$ cat config.mk
export PLATFORM = sky130hd
export DESIGN_NAME = strap_led_ctrl
export DESIGN_NICKNAME = d
export VERILOG_FILES = /design/src/rtl/strap_led_pkg.sv /design/src/rtl/strap_rst_sync.sv /design/src/rtl/strap_capture.sv /design/src/rtl/led_pulse_stretch.sv /design/src/rtl/strap_led_ctrl.sv
export SDC_FILE = /design/constraint.sdc
export NUM_CORES = 1
export LEC_CHECK = 0
export BUFFER_PORTS_ARGS = -buffer_cell sky130_fd_sc_hd__buf_2
export CORE_MARGIN = 8
export CORE_UTILIZATION = 60
export CTS_CLUSTER_DIAMETER = 60
export DETAILED_ROUTE_END_ITERATION = 8
export PLACE_DENSITY = 0.79
export SLEW_MARGIN = 25
export SYNTH_ARGS = -nofsm -noshare
export SYNTH_HDL_FRONTEND = slang
export SYNTH_HIERARCHICAL = 1
export SYNTH_SLANG_ARGS = --single-unit
$ cat constraint.sdc
create_clock -name clk_i -period 2.6 [get_ports clk_i]
set_input_delay 0.39 -clock clk_i [delete_from_list [all_inputs] [get_ports clk_i]]
set_output_delay 0.39 -clock clk_i [all_outputs]
set_load 0.005 [all_outputs]
$ cat src/rtl/strap_led_pkg.sv
package strap_led_pkg;
  localparam int unsigned NUM_PINS = 5;

  typedef enum logic [2:0] {
    PIN_ACT  = 3'd0,
    PIN_COL  = 3'd1,
    PIN_LINK = 3'd2,
    PIN_TX   = 3'd3,
    PIN_RX   = 3'd4
  } pin_idx_e;
endpackage

$ cat src/rtl/strap_rst_sync.sv
module strap_rst_sync #(
  parameter int unsigned STAGES = 2
) (
  input  logic clk_i,
  input  logic rst_ni,
  output logic rst_no
);
  logic [STAGES-1:0] sync_q;

  always_ff @(posedge clk_i or negedge rst_ni) begin
    if (!rst_ni) sync_q <= '0;
    else         sync_q <= {sync_q[STAGES-2:0], 1'b1};
  end

  assign rst_no = sync_q[STAGES-1];
endmodule

$ cat src/rtl/strap_capture.sv
module strap_capture #(
  parameter int unsigned WIDTH = 5
) (
  input  logic             clk_i,
  input  logic             rst_ni,
  input  logic [WIDTH-1:0] pin_i,
  output logic [WIDTH-1:0] addr_o,
  output logic             oe_o
);
  logic             cap_q;
  logic             oe_q;
  logic [WIDTH-1:0] addr_q;

  always_ff @(posedge clk_i or negedge rst_ni) begin
    if (!rst_ni) begin
      cap_q  <= 1'b0;
      oe_q   <= 1'b0;
      addr_q <= '0;
    end else begin
      if (!cap_q) begin
        addr_q <= pin_i;
        cap_q  <= 1'b1;
      end
      oe_q <= cap_q;  // enables follow capture by one edge
    end
  end

  assign addr_o = addr_q;
  assign oe_o   = oe_q;
endmodule

$ cat src/rtl/led_pulse_stretch.sv
module led_pulse_stretch #(
  parameter int unsigned HOLD_CYCLES = 65536,
  parameter bit          LEVEL_MODE  = 1'b0
) (
  input  logic clk_i,
  input  logic rst_ni,
  input  logic clr_i,
  input  logic evt_i,
  output logic act_o
);
  localparam int unsigned CNT_W = $clog2(HOLD_CYCLES + 1);

  if (LEVEL_MODE) begin : g_level
    logic lvl_q;
    always_ff @(posedge clk_i or negedge rst_ni) begin
      if (!rst_ni) lvl_q <= 1'b0;
      else         lvl_q <= evt_i & ~clr_i;
    end
    assign act_o = lvl_q;
  end else begin : g_stretch
    logic [CNT_W-1:0] cnt_q;
    always_ff @(posedge clk_i or negedge rst_ni) begin
      if (!rst_ni)               cnt_q <= '0;
      else if (clr_i)            cnt_q <= '0;
      else if (evt_i)            cnt_q <= CNT_W'(HOLD_CYCLES);
      else if (cnt_q != '0)      cnt_q <= cnt_q - CNT_W'(1);
    end
    assign act_o = (cnt_q != '0);
  end
endmodule

$ cat src/rtl/strap_led_ctrl.sv
module strap_led_ctrl
  import strap_led_pkg::*;
#(
  parameter int unsigned HOLD_CYCLES = 65536
) (
  input  logic                clk_i,
  input  logic                rst_ni,
  input  logic                soft_rst_i,
  input  logic [NUM_PINS-1:0] pin_i,
  input  logic                evt_act_i,
  input  logic                evt_col_i,
  input  logic                link_up_i,
  input  logic                evt_tx_i,
  input  logic                evt_rx_i,
  output logic [NUM_PINS-1:0] pin_o,
  output logic [NUM_PINS-1:0] pin_oe_o,
  output logic [NUM_PINS-1:0] mgmt_addr_o,
  output logic                mii_tristate_o
);
  logic                rst_sync_n;
  logic                oe;
  logic [NUM_PINS-1:0] addr;
  logic [NUM_PINS-1:0] evt_vec;
  logic [NUM_PINS-1:0] status;

  strap_rst_sync #(.STAGES(2)) i_rst_sync (
    .clk_i  (clk_i),
    .rst_ni (rst_ni),
    .rst_no (rst_sync_n)
  );

  strap_capture #(.WIDTH(NUM_PINS)) i_capture (
    .clk_i  (clk_i),
    .rst_ni (rst_sync_n),
    .pin_i  (pin_i),
    .addr_o (addr),
    .oe_o   (oe)
  );

  always_comb begin
    evt_vec           = '0;
    evt_vec[PIN_ACT]  = evt_act_i;
    evt_vec[PIN_COL]  = evt_col_i;
    evt_vec[PIN_LINK] = link_up_i;
    evt_vec[PIN_TX]   = evt_tx_i;
    evt_vec[PIN_RX]   = evt_rx_i;
  end

  for (genvar i = 0; i < NUM_PINS; i++) begin : g_chan
    led_pulse_stretch #(
      .HOLD_CYCLES (HOLD_CYCLES),
      .LEVEL_MODE  (i == int'(PIN_LINK))
    ) i_stretch (
      .clk_i  (clk_i),
      .rst_ni (rst_sync_n),
      .clr_i  (soft_rst_i),
      .evt_i  (evt_vec[i]),
      .act_o  (status[i])
    );
  end

  // lit level is the inverse of the strap
  assign pin_o          = oe ? (addr ^ status) : '0;
  assign pin_oe_o       = {NUM_PINS{oe}};
  assign mgmt_addr_o    = addr;
  assign mii_tristate_o = (addr == '0);
endmodule

Word level (Yosys, flattened, before mapping)

Index checks and enable logic that the tools add are counted.
W data, S select, Z words.

Flip-flop bits (word level): 78
Input port bits: 13
Word-level logic and storage cells: 38

$add $sub $neg: 4
Mux-type cells: 13
Bitwise operators: 3
Reductions and logical operators: 9

Operators by type and width:

| cell                    | count |
|---|---|
| $mux W17                | 12 |
| $reduce_bool A17 Y1     | 4 |
| $sub A17 B1 Y17 const B | 4 |
| $reduce_bool A3 Y1      | 4 |
| $logic_not A5 Y1        | 1 |
| $mux W5                 | 1 |
| $xor A5 B5 Y5           | 1 |
| $and A1 B1 Y1           | 1 |
| $not A1 Y1              | 1 |

Longest topological paths before layout

Gate-level depths: netlist (run 1).

Depth after elaboration: 4
Gate-level depth with buffers: 6

Hierarchy

The synthesis (run 1) kept the hierarchy.

By module, submodules not included:

| module                                       | instances | cells each | area an instance (µm²) | sequential area each (µm²) |
|---|---|---|---|---|
| led_pulse_stretch at g_chan[0].i_stretch ... | 4         | 101        | 1024.7                 | 425.4 |
| strap_capture                                | 1         | 13         | 235.2                  | 175.2 |
| strap_led_ctrl                               | 1         | 17         | 123.9                  | 0.0 |
| strap_rst_sync                               | 1         | 3          | 53.8                   | 50.0 |
| led_pulse_stretch at g_chan[2].i_stretch     | 1         | 2          | 38.8                   | 25.0 |

Worst setup path after synthesis (run 1)

OpenSTA, ideal clock, no wires.

Path kind: register to output
Start: register g_chan[3].i_stretch.g_stretch.cnt_q[0]
End: output pin_o[3]
Data arrival time: 1.700 ns
Data required time: 2.210 ns
Setup slack: 0.510 ns
Cell stages (with the launch flop): 7
Buffers on the path: 0
Cell sequence: dfrtp_1 inv_1 ha_1 nor4b_1 nand4_1 xor2_1 and2_1

Longest elaborated chain between the ends: 3

Ends and longest elaborated chain:

| element                  | RTL line                | text |
|---|---|---|
| start: declaration       | led_pulse_stretch.sv:21 | `logic [CNT_W-1:0] cnt_q;` |
| start signal: assignment | led_pulse_stretch.sv:25 | `else if (evt_i) cnt_q <= CNT_W'(HOLD_CYCLES);` |
| start signal: assignment | led_pulse_stretch.sv:26 | `else if (cnt_q != '0) cnt_q <= cnt_q - CNT_W'(1);` |
| $reduce_bool A17 Y1      | led_pulse_stretch.sv:28 | `assign act_o = (cnt_q != '0);` |
| via status[3]            | strap_led_ctrl.sv:24    | `logic [NUM_PINS-1:0] status;` |
| $xor A5 B5 Y5            | strap_led_ctrl.sv:63    | `assign pin_o = oe ? (addr ^ status) : '0;` |
| $mux W5                  | strap_led_ctrl.sv:63    |  |
| end: declaration         | strap_led_ctrl.sv:15    | `output logic [NUM_PINS-1:0] pin_o,` |

The timed path passes the listed nets, and every way through them passes these cells.

Final worst setup path (run 1)

Start: register g_chan[4].i_stretch.g_stretch.cnt_q[0]
End: output pin_o[4]

Longest elaborated chain between the ends: 3

Ends and longest elaborated chain:

| element                  | RTL line |
|---|---|
| start: declaration       | led_pulse_stretch.sv:21 |
| start signal: assignment | led_pulse_stretch.sv:25 |
| start signal: assignment | led_pulse_stretch.sv:26 |
| $reduce_bool A17 Y1      | led_pulse_stretch.sv:28 |
| via status[4]            | strap_led_ctrl.sv:24 |
| $xor A5 B5 Y5            | strap_led_ctrl.sv:63 |
| $mux W5                  | strap_led_ctrl.sv:63 |

The timed path passes the listed nets, and every way through them passes these cells.

==> results.md, run 1 <==
- Setup Buffers After CTS: 0
- CTS Buf Count: 9
- First drt pass iteration count: 4
- Worst-Margin Slew: 0.606 ns
- Routed WL: 9870 um
- Drt drc: 0
- Clock root buffer: clkbuf_8
- # rows: 31
- Die Area: about 11000 um^2
- WP depth: 7
- Max cap viols: 0
- Fin. Hold Viols: 0
- Tot GR Track Use: 0.196
- Vias: 3697
- CP Data Required Time: approximately 2.2 ns
- Clock latency on the worst-skew pair: 0.35 ns
- Wire length per cell: 17.2 um
- Clk_skew: 0.00985 ns
- YS warnings: 6
- Worst min path class: reg -> async
- H-tree Lvls: 3
- Initial antenna violation count: 0
- Reg2reg start: g_chan[3].i_stretch/g_stretch.cnt_q[0]$_DFFE_PN0P_
- Area growth syn-to-layout: 10.6%
- First-pass GRT wire length: 16600 um
- Relative slew slack: 0.593
- Max incr delay on CP: 0.40 ns
- Worst Path Arrival: 2.07 ns
- Sequential area share after synthesis: 0.429
- Worst path top cell family by delay: simple AND/OR/NAND/NOR gates
- RD Place Congestion: around 0.87
- ANT nets after route: 0
- Most common cell after layout, fill and taps aside: dfrtp_1
- Setup crit end kind: primary output
- Synth Flop Type: dfrtp_1
- Vias in the first global route: 3517
- Gr busiest metal: met2
- Worst Path Max Fanout: 4
- Minimum clock period: 2.46 ns
- Port bufs: 28
- CP endpoint: pin_o[4]
- CTS tree: built
- Mapped Area: 4550 um^2
- Routing usage on met3: 0.0290
- FF-to-FF End: g_chan[3].i_stretch/g_stretch.cnt_q[10]$_DFFE_PN0P_
- TNS Setup: 0 ns
- Syn_nets: 456
- Via-to-Cell Ratio: 6.44
- Diode count: 0
- Netlist cell types: 43
- Worst R2R Setup Slack: 0.37 ns
- R2R cell count: 6
- Total congestion overflow: 0
- Num Clock Sinks: between 70 and 80
- CP Buf/Inv Count: 2
- Detailed Route Iter0 Violations: between 150 and 200
- Status: finished, final reports clean
- Slowest-stage cell, CP: dfrtp_1
- Async SR Flop Fraction: 1.00
- Dpl hpwl: 6690 um
- Number of synthesized flops with an enable pin: 0
- Cells along the critical path: inv_1 > ha_1 > nor4b_2 > nand4_1 > xor2_1 > and2_1 > buf_2
- Achievable Freq: 406 MHz
- Slew Limit Fails: 0
- Synthesis-stage register bit count: 78
- Commonest non-fill, non-tap cells in the layout: dfrtp_1, nor2_1, buf_2
- Nets: about 500
- Worst setup path start: g_chan[4].i_stretch/g_stretch.cnt_q[0]$_DFFE_PN0P_
- Clk buf depth: 2
- RSZ-0062 raised after global routing: no
- Final period util: 0.948
- Core box area: 7290 um^2
- Met2 Track Usage GR: 0.323
- Die width: between 100 and 150 um
- Final setup vio count: 0
- Largest net degree at the start of global routing: 77
- Layout cell share with drive strength beyond 1: 0.246
- Die H: around 100 um
- Clk pin slew, worst setup/hold paths: 0.08 ns
- Crit Path Category: reg -> out
- Number of I/O pins: 29
- Type of origin of the critical path: flip-flop
- GR Util met1: 0.253
- Initial core utilization: 0.624
- Avg Synthesized Cell Area: between 10 and 15 um^2
- Cells after Synth: about 440
## flip-flops by register name, summed over array words and instances (netlist names)
signal                            flops
i_capture/cap_q                       1
g_chan.i_stretch/act_o                1
i_capture/addr_o                      5
g_chan.i_stretch/g_stretch.cnt_q     68
i_rst_sync/sync_q                     2
i_capture/oe_o                        1
## timing repair
| item | 4_1_cts | 5_1_grt |
|---|---|---|
| hold buffers | 1 | 0 |
| endpoints found under the hold margin | 2 | 0 |
| resized for setup | 1 | 5 |
| endpoints found under the setup margin | 1 | 3 |
## cell type report
cell class	instances	area [um^2]
flip-flops and latches	78	1960
multi-input cells	328	2450
fillers	572	2260
repair buffers	37	230
clock inverters	6	70.1
inverters	16	60.1
clock buffers	10	138
well taps	99	124
## through the flow
step / utilization / hold WS [ns] / std cells / area [um^2] / worst slack (ns)
after floorplan: - / 0.0944 / 439 / 4550 / 0.267
after global placement: 0.652 / 0.176 / 556 / 4750 / 0.453
after detailed placement: 0.652 / 0.178 / 556 / 4750 / 0.400
after CTS: 0.683 / 0.253 / 573 / 4980 / 0.0157
after global routing: 0.690 / 0.241 / 574 / 5030 / 0.00486
final: 0.690 / 0.214 / 574 / 5030 / 0.135
## routing by layer
metal  vias to the layer above  part of all wire
li1                       1769                 -
met5                         -                 0
met4                         0             0.014
met1                      1840              0.45
met2                        74              0.49
met3                        14             0.043
## synth_stat cells (5+ instances only)
master    instances  area (um^2)
o21ai_0           8         40.0
nor4_4            8          170
a211oi_1          8         60.1
nor4_1           20          125
and2_1            5         31.3
dfrtp_1          78         1950
or2_2            12         75.1
or4_1            17          128
nand4_1          12         75.1
mux2_2            9          101
nand2_1          20         75.1
nand3_1           8         40.0
or4_4             8         90.1
inv_1            16         60.1
mux2i_1           8         80.1
buf_4             5         37.5
nor3_1           16         80.1
nor2_1           41          154
a21oi_1          24          120
or3_1            20          125
xor2_1            5         43.8
o31ai_1          12         90.1
## worst register-to-register path, cell delays in order (launching register included)
cell and delay [ns]:
dfrtp_1 0.40, inv_1 0.09, ha_2 0.22, or4b_4 0.51, a2111oi_2 0.59, xnor2_1 0.21
nor2_1 0.09
## worst min path at each step
stage,endpoint,slack [ns]
floorplan,i_rst_sync/sync_q[0]$_DFF_PN0_,0.09
global placement,i_rst_sync/sync_q[0]$_DFF_PN0_,0.18
detailed placement,i_rst_sync/sync_q[0]$_DFF_PN0_,0.18
CTS,i_capture/addr_o[2]$_DFFE_PN0N_,0.25
global route,g_chan[4].i_stretch/g_stretch.cnt_q[11]$_DFFE_PN0P_,0.24
finish,g_chan[4].i_stretch/g_stretch.cnt_q[13]$_DFFE_PN0P_,0.21
## cell families (layout without fill, tap and decap cells)
kind of cell               count (synthesis)  in the layout  share of synthesized area
adders and majority gates                  4              4                     0.0110
AOI/OAI and AO/OA                         96             96                      0.172
and+or+nand+nor                          200            200                      0.291
other                                      2              2                    0.00165
buffers and inverters                     33             69                     0.0390
DFF                                       78             78                      0.429
xor gates and xnor gates                   9              9                     0.0173
muxes                                     17             17                     0.0399
Power of run 1 is left out: the tool's default activity adds up to more than one toggle a clock period on the data nets, which glitch-free logic cannot reach.
==> run 2, diff against run 1 <==
CORE_UTILIZATION = 44   (was 60)
PLACE_DENSITY = not set   (was 0.79)
clock period = 2.84 ns   (was 2.6 ns; I/O delays follow)
==> results.md, run 2 (synthesis results as in run 1) <==
- Die H: 118 um (+14%)
- Nets: 485 (-0.41%)
- Tot GR Track Use: 0.148 (-0.0476)
- Clock root buffer: clkbuf_8
- CTS Buf Count: 9 (unchanged)
- Die width: 118 um (+14%)
- CTS tree: built
- TNS Setup: 0 ns (unchanged)
- Worst Path Arrival: 2.17 ns (+0.10 ns)
- Relative slew slack: 0.508 (-0.0847)
- Clk pin slew, worst setup/hold paths: 0.08 ns (about the same)
- Routed WL: 10100 um (+2.1%)
- Core Util, Final: 0.493 (-0.197)
- Diode count: 0 (unchanged)
- Port bufs: 28 (unchanged)
- Worst min path class: reg -> async
- Via-to-Cell Ratio: 5.98 (-7.1%)
- Worst-Margin Slew: 0.731 ns (+0.125 ns)
- Finished Cell Area: 5020 um^2 (-0.15%)
- Drt drc: 0 (unchanged)
- Max cap viols: 0 (unchanged)
- Initial antenna violation count: 1 (+1)
- Fin Hold WS: 0.237 ns (+0.0228 ns)
- Wire length per cell: 16.6 um (-3.6%)
- Core box area: 10200 um^2 (+40%)
- CP Data Required Time: 2.41 ns (+0.20 ns)
- Most common cell after layout, fill and taps aside: dfrtp_1
- Total congestion overflow: 0 (unchanged)
- Final period util: 0.915
- Initial core utilization: 0.447 (-0.177)
- Dpl hpwl: 6870 um (+2.7%)
- Slew Limit Fails: 0 (unchanged)
- Largest net degree at the start of global routing: 77 (unchanged)
- Clk buf depth: 2 (unchanged)
- Layout cell share with drive strength beyond 1: 0.227 (-0.0196)
- Achievable Freq: 385 MHz
- CTS-repair resized insts: 0 (-1)
- Area growth syn-to-layout: 10.4%
- Type of origin of the critical path: flip-flop
- DP Area: 4780 um^2 (+0.66%)
- Status: finished, final reports clean
- Vias in the first global route: 3481 (-1.0%)
- Number of I/O pins: 29 (unchanged)
- Commonest non-fill, non-tap cells in the layout: dfrtp_1, nor2_1, buf_2
- Clock latency on the worst-skew pair: 0.36 ns (about the same)
- Largest Register: g_chan.i_stretch/g_stretch.cnt_q
- Fin. Hold Viols: 0 (unchanged)
- Clk_skew: 0.00582 ns (-0.00402 ns)
- First drt pass iteration count: 4 (unchanged)
- Detailed Route Iter0 Violations: 201 (+23%)
- Final setup vio count: 0 (unchanged)
- RSZ-0062 raised after global routing: no
- # rows: 37 (+19%)
- Die Area: 13900 um^2 (+30%)
- Worst Path Max Fanout: 5 (+1)
- Setup crit end kind: primary output
- RD Place Congestion: 0.806 (-7.5%)
- Minimum clock period: 2.60 ns
- Crit Path Category: reg -> out
- Num Clock Sinks: 78 (unchanged)
- Largest register FFs: 68 (unchanged)
- First-pass GRT wire length: 17100 um (+2.9%)
- H-tree Lvls: 3 (unchanged)
- Vias: 3636 (-1.6%)
- ANT nets after route: 0 (unchanged)
run 2: changes by cell type in the layout (fill, tap and decap cells not counted), sizes merged:
cell      previous run  this run
bufinv               1         2
buf                 36        34
clkinvlp             3         0
clkinv               1         3
inv                 17        16
run 2: metal layers:
layer / GRT usage / vias up / part of all wire
met3: 0.0321 / 18 / 0.038
met2: 0.238 / 74 / 0.48
li1: - / 1760 / -
met1: 0.185 / 1782 / 0.46
met5: 0 / - / 0.0013
met4: 0.0729 / 2 / 0.021
run 2: what timing repair did:
item                      in CTS  in global routing
hold buffers                   1                  0
buffers inserted               0                  0
hold endpoints to repair       2                  0
run 2: worst max-delay path: stages, from the launching register on:
cell	delay (ns)
dfrtp_1	0.44
nor4_1	0.68
nand4_1	0.21
xor2_1	0.21
and2_1	0.16
buf_2	0.12
run 2: layout make-up:
class                      instances  area (um^2)
multi-input combinational        328         2420
tap                              136          170
timing repair buffer              35          215
clock inverter                     5         75.1
inverter                          16         60.1
sequential                        78         1960
clock buffer                      10          128
fill                             963         5160
run 2: final timing paths:
check	start	end	slack (ns)	cells past startpoint
min	i_rst_sync/sync_q[1]$_DFF_PN0_	g_chan[1].i_stretch/g_stretch.cnt_q[15]$_DFFE_PN0P_	0.24	0
max	g_chan[3].i_stretch/g_stretch.cnt_q[11]$_DFFE_PN0P_	pin_o[3]	0.24	5
min reg2reg	i_rst_sync/sync_q[1]$_DFF_PN0_	g_chan[1].i_stretch/g_stretch.cnt_q[15]$_DFFE_PN0P_	0.24	0
min in group clk_i	link_up_i	g_chan[2].i_stretch/act_o$_DFF_PN0_	0.29	2
max in group asynchronous	i_rst_sync/sync_q[1]$_DFF_PN0_	g_chan[0].i_stretch/g_stretch.cnt_q[6]$_DFFE_PN0P_	2.04	1
max reg2reg	g_chan[3].i_stretch/g_stretch.cnt_q[5]$_DFFE_PN0P_	g_chan[3].i_stretch/g_stretch.cnt_q[2]$_DFFE_PN0P_	0.64	4
run 2: metrics by stage:
stage,worst slack (ns),instances
finish,0.242,608
global route,0.0199,608
CTS,0.234,607
detailed placement,0.645,591
global placement,0.661,591
floorplan,0.507,439
Power of run 2 is left out for the same reason.
==> run 3, diff against run 2 <==
ABC_AREA = 1   (was not set)
CTS_BUF_LIST = sky130_fd_sc_hd__clkbuf_16   (was not set)
==> results.md, run 3 <==
- DP Area: 4790 um^2 (+0.16%)
- Synthesis-stage register bit count: 78 (unchanged)
- Logic gate share of total power: 0.413
- Clk_skew: 0.00841 ns (+0.00259 ns)
- Synth Flop Type: dfrtp_1
- Sequential area share after synthesis: 0.430 (+0.00118)
- Final period util: 0.851 (-0.0640)
- Avg Synthesized Cell Area: 6.90 um^2 (-33%)
- Die Area: 13800 um^2 (-0.24%)
- Core Util, Final: 0.504 (+0.0108)
- Initial core utilization: 0.446 (-0.00123)
- Type of origin of the critical path: flip-flop
- Vias: 4095 (+13%)
- Clk buf depth: 2 (unchanged)
- First drt pass iteration count: 4 (unchanged)
- Worst setup margin: 0.424 ns (+0.182 ns)
- Commonest non-fill, non-tap cells in the layout: nand2_1, nor2_1, inv_1
- Clock root buffer: clkbuf_16
- Drt drc: 0 (unchanged)
- Yosys top cell area share: 0.430 (+0.00118)
- Via-to-Cell Ratio: 4.92 (-18%)
- Finished Cell Area: 5130 um^2 (+2.2%)
- Layout Cells excl Fill: 833 (+37%)
- Cells after Synth: 658 (+50%)
- Count leader, synth: nand2_1
- Worst Path Arrival: 1.99 ns (-0.18 ns)
- First-pass GRT wire length: 18200 um (+6.8%)
- Most common cell after layout, fill and taps aside: nand2_1
- Top post-synthesis cells by count: nand2_1, nor2_1, inv_1
- CTS tree: built
- RD Place Congestion: 0.856 (+6.1%)
- Setup crit end kind: primary output
- Nets: 710 (+46%)
- Setup Buffers After CTS: 0 (unchanged)
- Met2 Track Usage GR: 0.258 (+0.0196)
- Tot GR Track Use: 0.160 (+0.0115)
- Max cap viols: 0 (unchanged)
- Achievable Freq: 414 MHz (+7.5%)
- Seq pwr share: 0.324
- Minimum clock period: 2.42 ns (-0.182 ns)
- Dpl hpwl: 7510 um (+9.3%)
- Gr busiest metal: met2
- Worst setup path start: g_chan[1].i_stretch/g_stretch.cnt_q[0]$_DFFE_PN0P_
- Clock latency on the worst-skew pair: 0.34 ns (-0.02 ns)
- Top post-synthesis cells by area: dfrtp_1, nand2_1, nor2_1, inv_1, a21oi_1
- Die H: 118 um (-0.12%)
- # rows: 37 (unchanged)
- Total congestion overflow: 0 (unchanged)
- Reg2reg start: g_chan[1].i_stretch/g_stretch.cnt_q[0]$_DFFE_PN0P_
- Tot Pwr: 4.54 mW
- Routed WL: 10500 um (+3.9%)
- Initial antenna violation count: 0 (-1)
- Async SR Flop Fraction: 1.00 (unchanged)
- Leakage power: around 2.7 nW
- Pre-CTS setup slack: 0.777 ns (+0.133 ns)
- Relative slew slack: 0.657 (+0.148)
- Pwr Density: 884 nW/um^2
- Port bufs: 28 (unchanged)
- Vias in the first global route: 3984 (+14%)
- RSZ-0062 raised after global routing: no
- Largest Register: g_chan.i_stretch/g_stretch.cnt_q
- Crit Path Category: reg -> out
- Sw Share: 0.409
- Cell accounting for the most synthesized area: dfrtp_1
- Routing usage on met3: 0.0259 (-0.00624)
- Area growth syn-to-layout: 13.2%
- TNS Setup: 0 ns (unchanged)
- Final setup vio count: 0 (unchanged)
- ANT nets after route: 0 (unchanged)
- YS warnings: 6 (unchanged)
- Number of synthesized flops with an enable pin: 0 (unchanged)
- Number of I/O pins: 29 (unchanged)
- Netlist cell types: 19 (-56%)
- Layout cell share with drive strength beyond 1: 0.0875 (-0.139)
- Worst-Margin Slew: 0.515 ns (-0.216 ns)
- Num Clock Sinks: 78 (unchanged)
- CTS Buf Count: 9 (unchanged)
- Core box area: 10200 um^2 (unchanged)
- Mapped Area: 4540 um^2 (-0.27%)
- Wire length per cell: 12.6 um (-24%)
- CP Data Required Time: 2.41 ns (about the same)
- Peak supply drop: 0.390 mV
- Fin. Hold Viols: 0 (unchanged)
- Largest net degree at the start of global routing: 77 (unchanged)
- Worst Path Max Fanout: 16 (+11)
- Syn_nets: 675 (+48%)
- Largest register FFs: 68 (unchanged)
- Status: finished, final reports clean
- GR Util met1: 0.203 (+0.0175)
- Switching pwr: 1.86 mW
- Detailed Route Iter0 Violations: 242 (+20%)
- Slew Limit Fails: 0 (unchanged)
- Int Pwr: about 2.7 mW
- Post-Place Cells: 816 (+38%)
- Fin Hold WS: 0.234 ns (-0.00360 ns)
- Die width: 118 um (-0.12%)
- H-tree Lvls: 3 (unchanged)
- FILL cells: 1004 (+4.3%)
- Diode count: 0 (unchanged)
- Clk pin slew, worst setup/hold paths: 0.06 ns (-0.02 ns)
- Worst min path class: reg -> async
- Clock power frac: 0.264
[run 3: worst max-delay path: stages (launching register included)]
cell and delay, ns:
dfrtp_1 0.35, inv_1 0.09, ha_1 0.24, nand2_1 0.18, nor2_4 0.21, nand3b_4 0.21
nand2_1 0.11, nand2_1 0.06, nor2_1 0.08, buf_2 0.11
[run 3: final cells by class]
| type | instances | area [um^2] | area share |
|---|---|---|---|
| flip-flops and latches | 78 | 1960 | 0.381 |
| inverters | 81 | 304 | 0.0592 |
| clock inverters | 6 | 80.1 | 0.0156 |
| repair buffers | 33 | 200 | 0.0390 |
| clock buffers | 9 | 225 | 0.0439 |
| well taps | 136 | 170 | 0.0331 |
| multi-input cells | 490 | 2200 | 0.428 |
[run 3: final timing paths]
| kind | endpoint | slack (ns) | cells past startpoint |
|---|---|---|---|
| worst max-delay path | pin_o[1] | 0.42 | 9 |
| worst min-delay path | g_chan[3].i_stretch/g_stretch.cnt_q[14]$_DFFE_PN0P_ | 0.23 | 0 |
| worst max register to register | g_chan[1].i_stretch/g_stretch.cnt_q[15]$_DFFE_PN0P_ | 0.94 | 7 |
| worst min register to register | g_chan[3].i_stretch/g_stretch.cnt_q[14]$_DFFE_PN0P_ | 0.23 | 0 |
| max in group asynchronous | g_chan[4].i_stretch/g_stretch.cnt_q[3]$_DFFE_PN0P_ | 2.03 | 1 |
| min in group clk_i | g_chan[2].i_stretch/act_o$_DFF_PN0_ | 0.31 | 3 |
[run 3: per-layer routing]
| layer | wire length [um] | vias up |
|---|---|---|
| li1 | - | 2132 |
| met5 | 0 | - |
| met1 | 5100 | 1881 |
| met2 | 4850 | 65 |
| met3 | 312 | 17 |
| met4 | 206 | 0 |
[run 3: logic make-up after synthesis]
logic type | synth area share
AND/OR/NAND/NOR | 0.408
buffers and inverters | 0.0852
flip-flops | 0.430
AO/OA/AOI/OAI | 0.0640
adder cells (fa/ha/maj) | 0.0110
other | 0.00165
[run 3: what timing repair did]
action,in CTS,in global routing
resized for setup,0,0
hold endpoints to repair,2,0
endpoints found under the setup margin,0,0
hold buffers,1,0
[run 3: power groups by stage]
stage	combinational [mW]	clock, mW	sequential [mW]
after floorplan	1.55	0	1.44
after global placement	1.81	0	1.50
after detailed placement	1.83	0	1.50
after CTS	1.86	1.24	1.48
after global routing	2.18	1.29	1.50
final	1.87	1.20	1.47
Power figures use the tool's default switching activity.
